==> src/rtl/fcc_pkg.sv <==
package fcc_pkg;
  localparam int NUM_KINDS = 3;
  typedef enum logic [1:0] {
    KIND_POSTED    = 2'd0,
    KIND_NONPOSTED = 2'd1,
    KIND_COMPL     = 2'd2,
    KIND_RSVD      = 2'd3
  } fc_kind_e;
endpackage

==> src/rtl/fcc_pool.sv <==
module fcc_pool #(
  parameter int HDR_W  = 8,
  parameter int DATA_W = 12
) (
  input  logic              clk,
  input  logic              rst,
  input  logic              init_we,
  input  logic              upd_we,
  input  logic [HDR_W-1:0]  hdr_val,
  input  logic [DATA_W-1:0] data_val,
  input  logic              cons_we,
  input  logic [DATA_W-1:0] cons_data,
  output logic              pool_rdy,
  output logic              hdr_inf,
  output logic              data_inf,
  output logic [HDR_W-1:0]  hdr_avail,
  output logic [DATA_W-1:0] data_avail
);
  logic [HDR_W-1:0]  hdr_lim, hdr_used;
  logic [DATA_W-1:0] data_lim, data_used;

  always_ff @(posedge clk) begin
    if (rst) begin
      pool_rdy  <= 1'b0;
      hdr_inf   <= 1'b0;
      data_inf  <= 1'b0;
      hdr_lim   <= '0;
      hdr_used  <= '0;
      data_lim  <= '0;
      data_used <= '0;
    end else if (init_we) begin
      pool_rdy  <= 1'b1;
      hdr_inf   <= (hdr_val == '0);
      data_inf  <= (data_val == '0);
      hdr_lim   <= hdr_val;
      data_lim  <= data_val;
      hdr_used  <= '0;
      data_used <= '0;
    end else begin
      if (upd_we && pool_rdy) begin
        hdr_lim  <= hdr_val;
        data_lim <= data_val;
      end
      if (cons_we) begin
        hdr_used  <= hdr_used + HDR_W'(1);
        data_used <= data_used + cons_data;
      end
    end
  end

  assign hdr_avail  = hdr_lim - hdr_used;
  assign data_avail = data_lim - data_used;

  AST_INF_STICKY: assert property (@(posedge clk) disable iff (rst)
    (hdr_inf && !init_we) |=> hdr_inf);
  AST_CONS_NEEDS_READY: assert property (@(posedge clk) disable iff (rst)
    cons_we |-> pool_rdy);
endmodule

==> src/rtl/fcc_vc_gate.sv <==
module fcc_vc_gate
  import fcc_pkg::*;
#(
  parameter int HDR_W  = 8,
  parameter int DATA_W = 12,
  parameter int LEN_W  = 12
) (
  input  logic                            active,
  input  logic                            cand_valid,
  input  logic [1:0]                      cand_class,
  input  logic [LEN_W-1:0]                cand_len,
  input  logic [NUM_KINDS-1:0]            rdy,
  input  logic [NUM_KINDS-1:0]            hdr_inf,
  input  logic [NUM_KINDS-1:0]            data_inf,
  input  logic [NUM_KINDS-1:0][HDR_W-1:0] hdr_avail,
  input  logic [NUM_KINDS-1:0][DATA_W-1:0] data_avail,
  output logic                            ok
);
  localparam int NEED_W = LEN_W - 3;

  logic [LEN_W:0]      len_sum;
  logic [DATA_W-1:0]   need;
  logic [1:0]          idx;
  logic                hdr_ok, data_ok;

  always_comb begin
    len_sum = {1'b0, cand_len} + (LEN_W+1)'(15);
    need    = DATA_W'(len_sum[LEN_W:4]);
    idx     = (cand_class == KIND_RSVD) ? 2'd0 : cand_class;
    hdr_ok  = hdr_inf[idx]  || (hdr_avail[idx] != '0);
    data_ok = data_inf[idx] || (need <= data_avail[idx]);
    ok = active && cand_valid && (&rdy) && (cand_class != KIND_RSVD)
         && hdr_ok && data_ok;
  end

  if (NEED_W > DATA_W) begin : g_bad_width
    initial $error("LEN_W too wide for DATA_W");
  end
endmodule

==> src/rtl/fc_credit_tracker.sv <==
module fc_credit_tracker
  import fcc_pkg::*;
#(
  parameter int NUM_VC = 8,
  parameter int VC_W   = (NUM_VC > 1) ? $clog2(NUM_VC) : 1,
  parameter int HDR_W  = 8,
  parameter int DATA_W = 12,
  parameter int LEN_W  = 12
) (
  input  logic                    clk,
  input  logic                    rst,
  input  logic [NUM_VC-1:0]       vc_enable,
  input  logic                    adv_valid,
  input  logic                    adv_init,
  input  logic [VC_W-1:0]         adv_vc,
  input  logic [1:0]              adv_class,
  input  logic [HDR_W-1:0]        adv_hdr,
  input  logic [DATA_W-1:0]       adv_data,
  input  logic [NUM_VC-1:0]       cand_valid,
  input  logic [2*NUM_VC-1:0]     cand_class,
  input  logic [LEN_W*NUM_VC-1:0] cand_len,
  input  logic                    cons_valid,
  input  logic [VC_W-1:0]         cons_vc,
  input  logic [1:0]              cons_class,
  input  logic [LEN_W-1:0]        cons_len,
  output logic [NUM_VC-1:0]       can_send
);
  logic [LEN_W:0]    cons_sum;
  logic [DATA_W-1:0] cons_need;
  logic [NUM_VC-1:0] gate_ok;
  logic [NUM_VC-1:0] vc_active;
  logic [NUM_VC-1:0] cons_hit;
  logic [NUM_VC-1:0][NUM_KINDS-1:0]              rdy_w, hinf_w, dinf_w;
  logic [NUM_VC-1:0][NUM_KINDS-1:0][HDR_W-1:0]   hav_w;
  logic [NUM_VC-1:0][NUM_KINDS-1:0][DATA_W-1:0]  dav_w;

  assign cons_sum  = {1'b0, cons_len} + (LEN_W+1)'(15);
  assign cons_need = DATA_W'(cons_sum[LEN_W:4]);

  for (genvar v = 0; v < NUM_VC; v++) begin : g_vc
    localparam logic [VC_W-1:0] VC_ID = VC_W'(v);

    assign vc_active[v] = (v == 0) ? 1'b1 : vc_enable[v];
    assign cons_hit[v]  = cons_valid && (cons_vc == VC_ID);

    for (genvar c = 0; c < NUM_KINDS; c++) begin : g_kind
      localparam logic [1:0] KIND_ID = 2'(c);
      logic adv_hit;
      assign adv_hit = adv_valid && (adv_vc == VC_ID) && (adv_class == KIND_ID);

      fcc_pool #(.HDR_W(HDR_W), .DATA_W(DATA_W)) u_pool (
        .clk        (clk),
        .rst        (rst),
        .init_we    (adv_hit && adv_init),
        .upd_we     (adv_hit && !adv_init),
        .hdr_val    (adv_hdr),
        .data_val   (adv_data),
        .cons_we    (cons_hit[v] && (cons_class == KIND_ID)),
        .cons_data  (cons_need),
        .pool_rdy   (rdy_w[v][c]),
        .hdr_inf    (hinf_w[v][c]),
        .data_inf   (dinf_w[v][c]),
        .hdr_avail  (hav_w[v][c]),
        .data_avail (dav_w[v][c])
      );
    end

    fcc_vc_gate #(.HDR_W(HDR_W), .DATA_W(DATA_W), .LEN_W(LEN_W)) u_gate (
      .active     (vc_active[v]),
      .cand_valid (cand_valid[v]),
      .cand_class (cand_class[2*v +: 2]),
      .cand_len   (cand_len[LEN_W*v +: LEN_W]),
      .rdy        (rdy_w[v]),
      .hdr_inf    (hinf_w[v]),
      .data_inf   (dinf_w[v]),
      .hdr_avail  (hav_w[v]),
      .data_avail (dav_w[v]),
      .ok         (gate_ok[v])
    );

    always_ff @(posedge clk) begin
      if (rst) can_send[v] <= 1'b0;
      else     can_send[v] <= gate_ok[v] && !cons_hit[v];
    end

    AST_UNINIT_QUIET: assert property (@(posedge clk) disable iff (rst)
      !(&rdy_w[v]) |=> !can_send[v]);
    AST_CONS_BLANK: assert property (@(posedge clk) disable iff (rst)
      cons_hit[v] |=> !can_send[v]);
    if (v != 0) begin : g_opt
      AST_INACTIVE_QUIET: assert property (@(posedge clk) disable iff (rst)
        !vc_enable[v] |=> !can_send[v]);
    end
  end

  AST_CONS_ALLOWED: assert property (@(posedge clk) disable iff (rst)
    cons_valid |-> can_send[cons_vc]);
endmodule

==> config.mk <==
export PLATFORM = sky130hd
export DESIGN_NAME = fc_credit_tracker
export DESIGN_NICKNAME = d
export VERILOG_FILES = /design/src/rtl/fcc_pkg.sv /design/src/rtl/fcc_pool.sv /design/src/rtl/fcc_vc_gate.sv /design/src/rtl/fc_credit_tracker.sv
export SDC_FILE = /design/constraint.sdc
export NUM_CORES = 2
export LEC_CHECK = 0
export BUFFER_PORTS_ARGS = -buffer_cell sky130_fd_sc_hd__buf_2
export CAP_MARGIN = 10
export CORE_ASPECT_RATIO = 1.75
export CORE_MARGIN = 2
export CORE_UTILIZATION = 53
export DETAILED_ROUTE_END_ITERATION = 7
export PLACE_DENSITY = 0.68
export SYNTH_ARGS = -nofsm -noshare
export SYNTH_HDL_FRONTEND = slang
export SYNTH_SLANG_ARGS = --single-unit
==> constraint.sdc <==
create_clock -name clk -period 6 [get_ports clk]
set_clock_uncertainty 0.05 [all_clocks]
set_input_delay 0 -clock clk [delete_from_list [all_inputs] [get_ports clk]]
set_output_delay 0 -clock clk [all_outputs]
set_load 0.005 [all_outputs]
---- After elaboration in Yosys (flattened, before gate mapping) ----
Cells that the tools add are included.
word-level totals
  logic and storage cells ................. 777
  bits of input ports ..................... 175
  register bits ........................... 1040
  output and inout port bits .............. 8
operators by class
  equal/unequal tests ..................... 34
  mux-type cells .......................... 168
  add/subtract/negate cells ............... 105
  order comparisons ....................... 16
  reduce and logical (&&, ||, !) cells .... 278
operator list
  kind                   number
  $mux 12                56
  $mux 8                 56
  $add 12x9->12          24
  $sub 12x12->12         24
  $add 8x1->8 const B    24
  $bmux 12 s2            8
  $sub 8x8->8            24
  $logic_and 1x1->1      183
  $bmux 8 s2             8
  $add 12x4->13 const B  9
  $le 9x12->1            8
  $reduce_bool 8->1      8
  $reduce_bool 2->1      24
  $reduce_or 2->1        24
  $bmux 1 s2             16
  $eq 3x3->1 const B     8
  $lt 2x3->1 const B     8
  $reduce_and 3->1       8
  $eq 2x2->1 const B     10
  $logic_or 1x1->1       16
  $mux 1                 16
  $mux 2                 8
  $ne 2x2->1 const B     8
  $eq 3x2->1 const B     4
  other kinds (7)        19

---- Logic depth before layout (Yosys ltp) ----
  word-level depth ........................ 9
  gate-level depth with buffers ........... 20
  mapped depth without buffers ............ 20

---- Hierarchy ----
Synthesis repeated with hierarchy kept, for this count alone.
unflattened totals
  cells, all modules ...................... 10028
  area total of the unflattened synthesis .. 78476.5 um^2
modules (own cells, without submodules)
  module                                   cells each  instances  area an instance (um^2)  sequential area each (um^2)
  fcc_pool (g_vc[0].g_kind[2].u_pool ...)  373         16         2957.8                   860.8
  fcc_pool (g_vc[0].g_kind[0].u_pool ...)  373         5          2959.1                   860.8
  fcc_pool (g_vc[7].g_kind[1].u_pool ...)  389         2          3024.2                   860.8
  fcc_vc_gate (g_vc[1].u_gate ...)         110         7          800.8                    0.0
  fcc_pool (g_vc[7].g_kind[0].u_pool)      389         1          3025.4                   860.8
  fc_credit_tracker                        153         1          884.6                    160.2
  fcc_vc_gate (g_vc[0].u_gate)             105         1          792.0                    0.0

---- Worst setup path before layout ----
No wires, ideal clock.
  path kind ............................... input to register
  from .................................... in cons_len[3]
  to ...................................... reg g_vc[4].g_kind[2].u_pool.data_used[11]
  stages on the path ...................... 12
  slack ................................... 897 ps
  path buffers ............................ 0
  arrival ................................. 4938 ps
  setup time .............................. 115 ps
  cells stage by stage .................... or4_1 -> nand2_1 -> xnor2_1 -> ha_1 -> a21o_1 -> a21oi_1 -> o21bai_1 -> a21oi_1 -> o21ai_0 -> a211oi_1 -> nor4_1 -> o21a_1
between the ends
  cells in the longest elaborated chain, start to end .. 2
ends and longest elaborated chain
  item                  line                     RTL
  start, declared       fc_credit_tracker.sv:25  input logic [LEN_W-1:0] cons_len,
  $add 12x4->13         fc_credit_tracker.sv:37  assign cons_sum = {1'b0, cons_len} + (LEN_W+1)'(15);
  $add 12x9->12         fcc_pool.sv:46           data_used <= data_used + cons_data;
  end signal, assigned  fcc_pool.sv:46
  end, declared         fcc_pool.sv:20           logic [DATA_W-1:0] data_lim, data_used;
No other way between the ends.
A chain may end at the register's enable or synchronous reset.

---- Final worst setup path ----
  from .................................... reg g_vc[2].g_kind[1].u_pool.data_lim[0]
  to ...................................... reg can_send[2]
between the ends
  cells in the longest elaborated chain, start to end .. 7
ends and longest elaborated chain
  item                           line                     RTL
  start, declared                fcc_pool.sv:20
  start signal, assigned         fcc_pool.sv:36           data_lim <= data_val;
  start signal, assigned         fcc_pool.sv:42           data_lim <= data_val;
  $sub 12x12->12                 fcc_pool.sv:52           assign data_avail = data_lim - data_used;
  $bmux 12 s2                    fcc_vc_gate.sv:31        data_ok = data_inf[idx] || (need <= data_avail[idx]);
  $mux 12 (implied by the code)  fcc_vc_gate.sv:31
  $le 9x12->1                    fcc_vc_gate.sv:31
  $logic_or 1x1->1               fcc_vc_gate.sv:31
  $logic_and 1x1->1              fcc_vc_gate.sv:33        && hdr_ok && data_ok;
  $logic_and 1x1->1              fc_credit_tracker.sv:83  else can_send[v] <= gate_ok[v] && !cons_hit[v];
  end signal, assigned by index  fc_credit_tracker.sv:83
  end, declared                  fc_credit_tracker.sv:26  output logic [NUM_VC-1:0] can_send
No other way between the ends. The select of a mux whose other input is x is not followed.

==> impl_results.md <==
- Total of endpoints with negative setup slack in the final report: 0
- Fraction of registers with async set/reset: 0%
- Final Slew Violations: 0
- Top-level I/O count: 183
- Unrepaired setup endpoints after global routing: false
- Number of cell rows: 179
- Via count of the first global-routing pass: 66100
- Non-filler cells, final: 11500
- Final hold slack: 0.0800 ns
- Most repeated cell in the gate-level netlist after synthesis: sky130_fd_sc_hd__nand2_1
- Clock transition at the registers of the reported paths: 0.07 ns
- Starting density of the core: 53.4%
- Share of final-layout standard cells stronger than drive strength 1: 6.61%
- Cells after DPL: 11200
- First-pass DRT Iterations: 6
- Setup TNS Final: 0 ns
- Crit. Startpoint: g_vc[2].g_kind[1].u_pool.data_lim[0]
- Antenna violations before repair: 20
- Critical Path Sink Type: flip-flop
- Post-synth top area share: 28.7%
- Largest net degree at the start of global routing: 140
- Number of standard cells after synthesis: 9466
- Clock tree from TritonCTS: done
- Reg-to-reg endpoint: can_send[2]
- Critical path endpoint: can_send[2]
- Setup Crit Path Kind: reg -> reg
- Vias per cell: 5.88
- Prevailing post-synth register cell: sky130_fd_sc_hd__dfxtp_1
- Chip width: 283 um
- Synthesis-stage register bit count: 1040
- Normalized max-slew margin: 18.8%
- Total congestion overflow after global routing: 0
- Maximum vdd drop: 0.219 mV
- CTS H-tree depth: 3
- Total of cells resized after clock tree synthesis: 0
- Type of origin of the critical path: flip-flop
- Clock root buffer master: sky130_fd_sc_hd__clkbuf_16
- Port Buffers: 181
- Total die area: 140000 um2
- Post-synth top cells: sky130_fd_sc_hd__nand2_1, sky130_fd_sc_hd__a21oi_1, sky130_fd_sc_hd__dfxtp_1
- Number of CTS-inserted buffers: 106
- Number of DRC violations after detailed-routing iteration 0: 4320
- Die Y-Extent: 493 um
- Max FO, Critical Path: 4
- Filler cell count: 12700
- MaxCap Viol Count: 0
- Clk sink count: 1040
- Worst R2R Start: g_vc[2].g_kind[1].u_pool.data_lim[0]
- Time the final worst path needs with I/O delays and setup: 4.89 ns
- Vias post-DR: 67400
- Maximum count of clock buffers along a single path: 3
- Mapped cell area: 72400 um2
- Syn nets: 10500
- DRC violation count after routing: 0
- Post-route antenna net violation count: 0
- Yosys Warn Count: 0
- P per Cell Area: 202 nW/um2
- Average cell area after synthesis: 7.65 um2
- Worst-case register-to-register setup slack: 1.11 ns
- Static leakage power: 30.3 nW
- Endpoint arrival time on the critical path: 5.46 ns
- Slew at the pin closest to its max-slew limit: 1.21 ns
- CP Data Required Time: 6.56 ns
- Fmax: 204 MHz
- HPWL after detailed placement: 163 mm
- Class of the most critical hold timing path: in -> reg
- Number of flops mapped to enable cells by yosys: 0
- Final worst path period share: 81.6%
- Result of the run: completed
- Register area share after synthesis: 28.7%
- Total global routing track utilization: 32.1%
- Global placement routability congestion: 0.948
- Detailed Route WL: 230 mm
- Cells taking the most area after synthesis: sky130_fd_sc_hd__dfxtp_1, sky130_fd_sc_hd__ha_1, sky130_fd_sc_hd__nand2_1
- Clock latency at the later pin of the worst-skew pair: 0.75 ns
- Number of hold violations in the final report: 0
- Signed area change from the synthesized netlist to the final layout: 9.90%
- Global-route wire length before repair: 356 mm
- Total number of nets in the final design: 10600
- Reg2reg path depth: 21
- Core area: 136000 um2
- Area leader, netlist: sky130_fd_sc_hd__dfxtp_1
- Unique cell type count in the Yosys netlist: 91
- Wire length per cell after detailed routing: 20.1 um
[registers in the layout, indices dropped and copies added (netlist names)]
signal,flops
can_send,8
g_vc.g_kind.u_pool.data_inf,24
g_vc.g_kind.u_pool.data_lim,288
g_vc.g_kind.u_pool.data_used,288
g_vc.g_kind.u_pool.hdr_inf,24
g_vc.g_kind.u_pool.hdr_lim,192
g_vc.g_kind.u_pool.hdr_used,192
g_vc.g_kind.u_pool.pool_rdy,24
[how the worst min path moves through the flow]
stage	depth (start not counted)	slack, ns	endpoint	from
after floorplan	3	0.18	can_send[6]	cand_valid[6]
after global placement	1	0.34	can_send[3]	can_send[3]
after detailed placement	1	0.33	can_send[3]	can_send[3]
after CTS	6	0.03	can_send[3]	cand_class[7]
after global routing	7	0.08	g_vc[6].g_kind[1].u_pool.hdr_lim[7]	adv_class[1]
final	7	0.08	g_vc[6].g_kind[1].u_pool.hdr_lim[7]	adv_class[1]
[layout by cell type, fill, tap and decap left out, types with 109 or more instances in the layout]
cell type                  netlist  routed
sky130_fd_sc_hd__nor2b_1       160     156
sky130_fd_sc_hd__buf_4           5     122
sky130_fd_sc_hd__o21a_1        132     132
sky130_fd_sc_hd__nor2_1        680     675
sky130_fd_sc_hd__xnor2_1       525     520
sky130_fd_sc_hd__a211oi_1      121     121
sky130_fd_sc_hd__ha_1          768     768
sky130_fd_sc_hd__dfxtp_1      1040    1040
sky130_fd_sc_hd__buf_2           9     180
sky130_fd_sc_hd__nand2_1      1743    1743
sky130_fd_sc_hd__a21oi_1      1080    1080
sky130_fd_sc_hd__nor3_1        148     148
sky130_fd_sc_hd__a21o_1        109     109
sky130_fd_sc_hd__inv_1         652     652
sky130_fd_sc_hd__xor2_1        154     151
sky130_fd_sc_hd__o21ai_0       349     349
[power by group]
part / total [mW] / switching (mW) / internal [mW]
sequential: 6.95 / 0.0234 / 6.93
clock: 7.18 / 3.12 / 4.06
combinational: 1.96 / 1.27 / 0.683
[metal layers]
layer	up-vias	global-route usage, %	part of all wire, %
li1	32700	-	-
met1	31900	35.4	38
met2	2046	57.3	48
met3	736	4.04	6.0
met4	10	22.2	7.7
met5	-	0	0.025
[per-stage QoR]
| stage | cell area [um2] | setup slack, ns | utilization (%) | power [mW] |
|---|---|---|---|---|
| global route | 79600 | 0.755 | 58.6 | 16.5 |
| global placement | 75300 | 1.67 | 55.5 | 8.96 |
| finish | 79600 | 1.11 | 58.7 | 16.1 |
| detailed placement | 75300 | 1.62 | 55.5 | 9.00 |
| CTS | 79600 | 1.09 | 58.6 | 16.1 |
| floorplan | 72400 | 0.897 | - | 8.30 |
[repair_timing]
action	4_1_cts	5_1_grt
hold endpoints to repair	406	0
buffers inserted	0	0
hold buffers	59	0
setup endpoints to repair	0	0
[cell families after synthesis]
group / Yosys count / share of synthesized area (%)
xor gates and xnor gates: 679 / 8.21
adders and majority gates: 841 / 15.3
AOI/OAI and AO/OA: 2326 / 19.6
buffers and inverters: 1038 / 5.43
and+or+nand+nor: 3422 / 21.0
muxes: 120 / 1.70
DFF: 1040 / 28.7
[final cells by class]
| cell class | count | area (um2) | share of cell area, % |
|---|---|---|---|
| antenna | 14 | 35.0 | 0.0440 |
| clock buffer | 136 | 2960 | 3.72 |
| clock inverter | 62 | 727 | 0.913 |
| inverter | 652 | 2450 | 3.07 |
| multi-input combinational | 7388 | 47800 | 60.1 |
| sequential | 1040 | 20800 | 26.2 |
| tap | 1810 | 2260 | 2.84 |
| timing repair buffer | 368 | 2540 | 3.19 |
[worst max-delay path, cell delays in order, from the launching register on]
cell and delay, ns:
sky130_fd_sc_hd__dfxtp_1 0.33, sky130_fd_sc_hd__inv_1 0.06, sky130_fd_sc_hd__ha_1 0.20, sky130_fd_sc_hd__fa_1 0.41, sky130_fd_sc_hd__nor2b_1 0.18, sky130_fd_sc_hd__o2111a_1 0.24, sky130_fd_sc_hd__nor3_1 0.08, sky130_fd_sc_hd__or3_1 0.38
sky130_fd_sc_hd__xor2_1 0.15, sky130_fd_sc_hd__nor2_1 0.10, sky130_fd_sc_hd__a21oi_1 0.05, sky130_fd_sc_hd__mux2_2 0.28, sky130_fd_sc_hd__ha_1 0.29, sky130_fd_sc_hd__nand3_1 0.09, sky130_fd_sc_hd__nor3_1 0.05, sky130_fd_sc_hd__a2111oi_0 0.40
sky130_fd_sc_hd__o41ai_1 0.23, sky130_fd_sc_hd__nor4_1 0.28, sky130_fd_sc_hd__nand4_1 0.13, sky130_fd_sc_hd__o211ai_1 0.19, sky130_fd_sc_hd__a21oi_1 0.06, sky130_fd_sc_hd__dlygate4sd3_1 0.57
(Power assumes the default switching activity.)
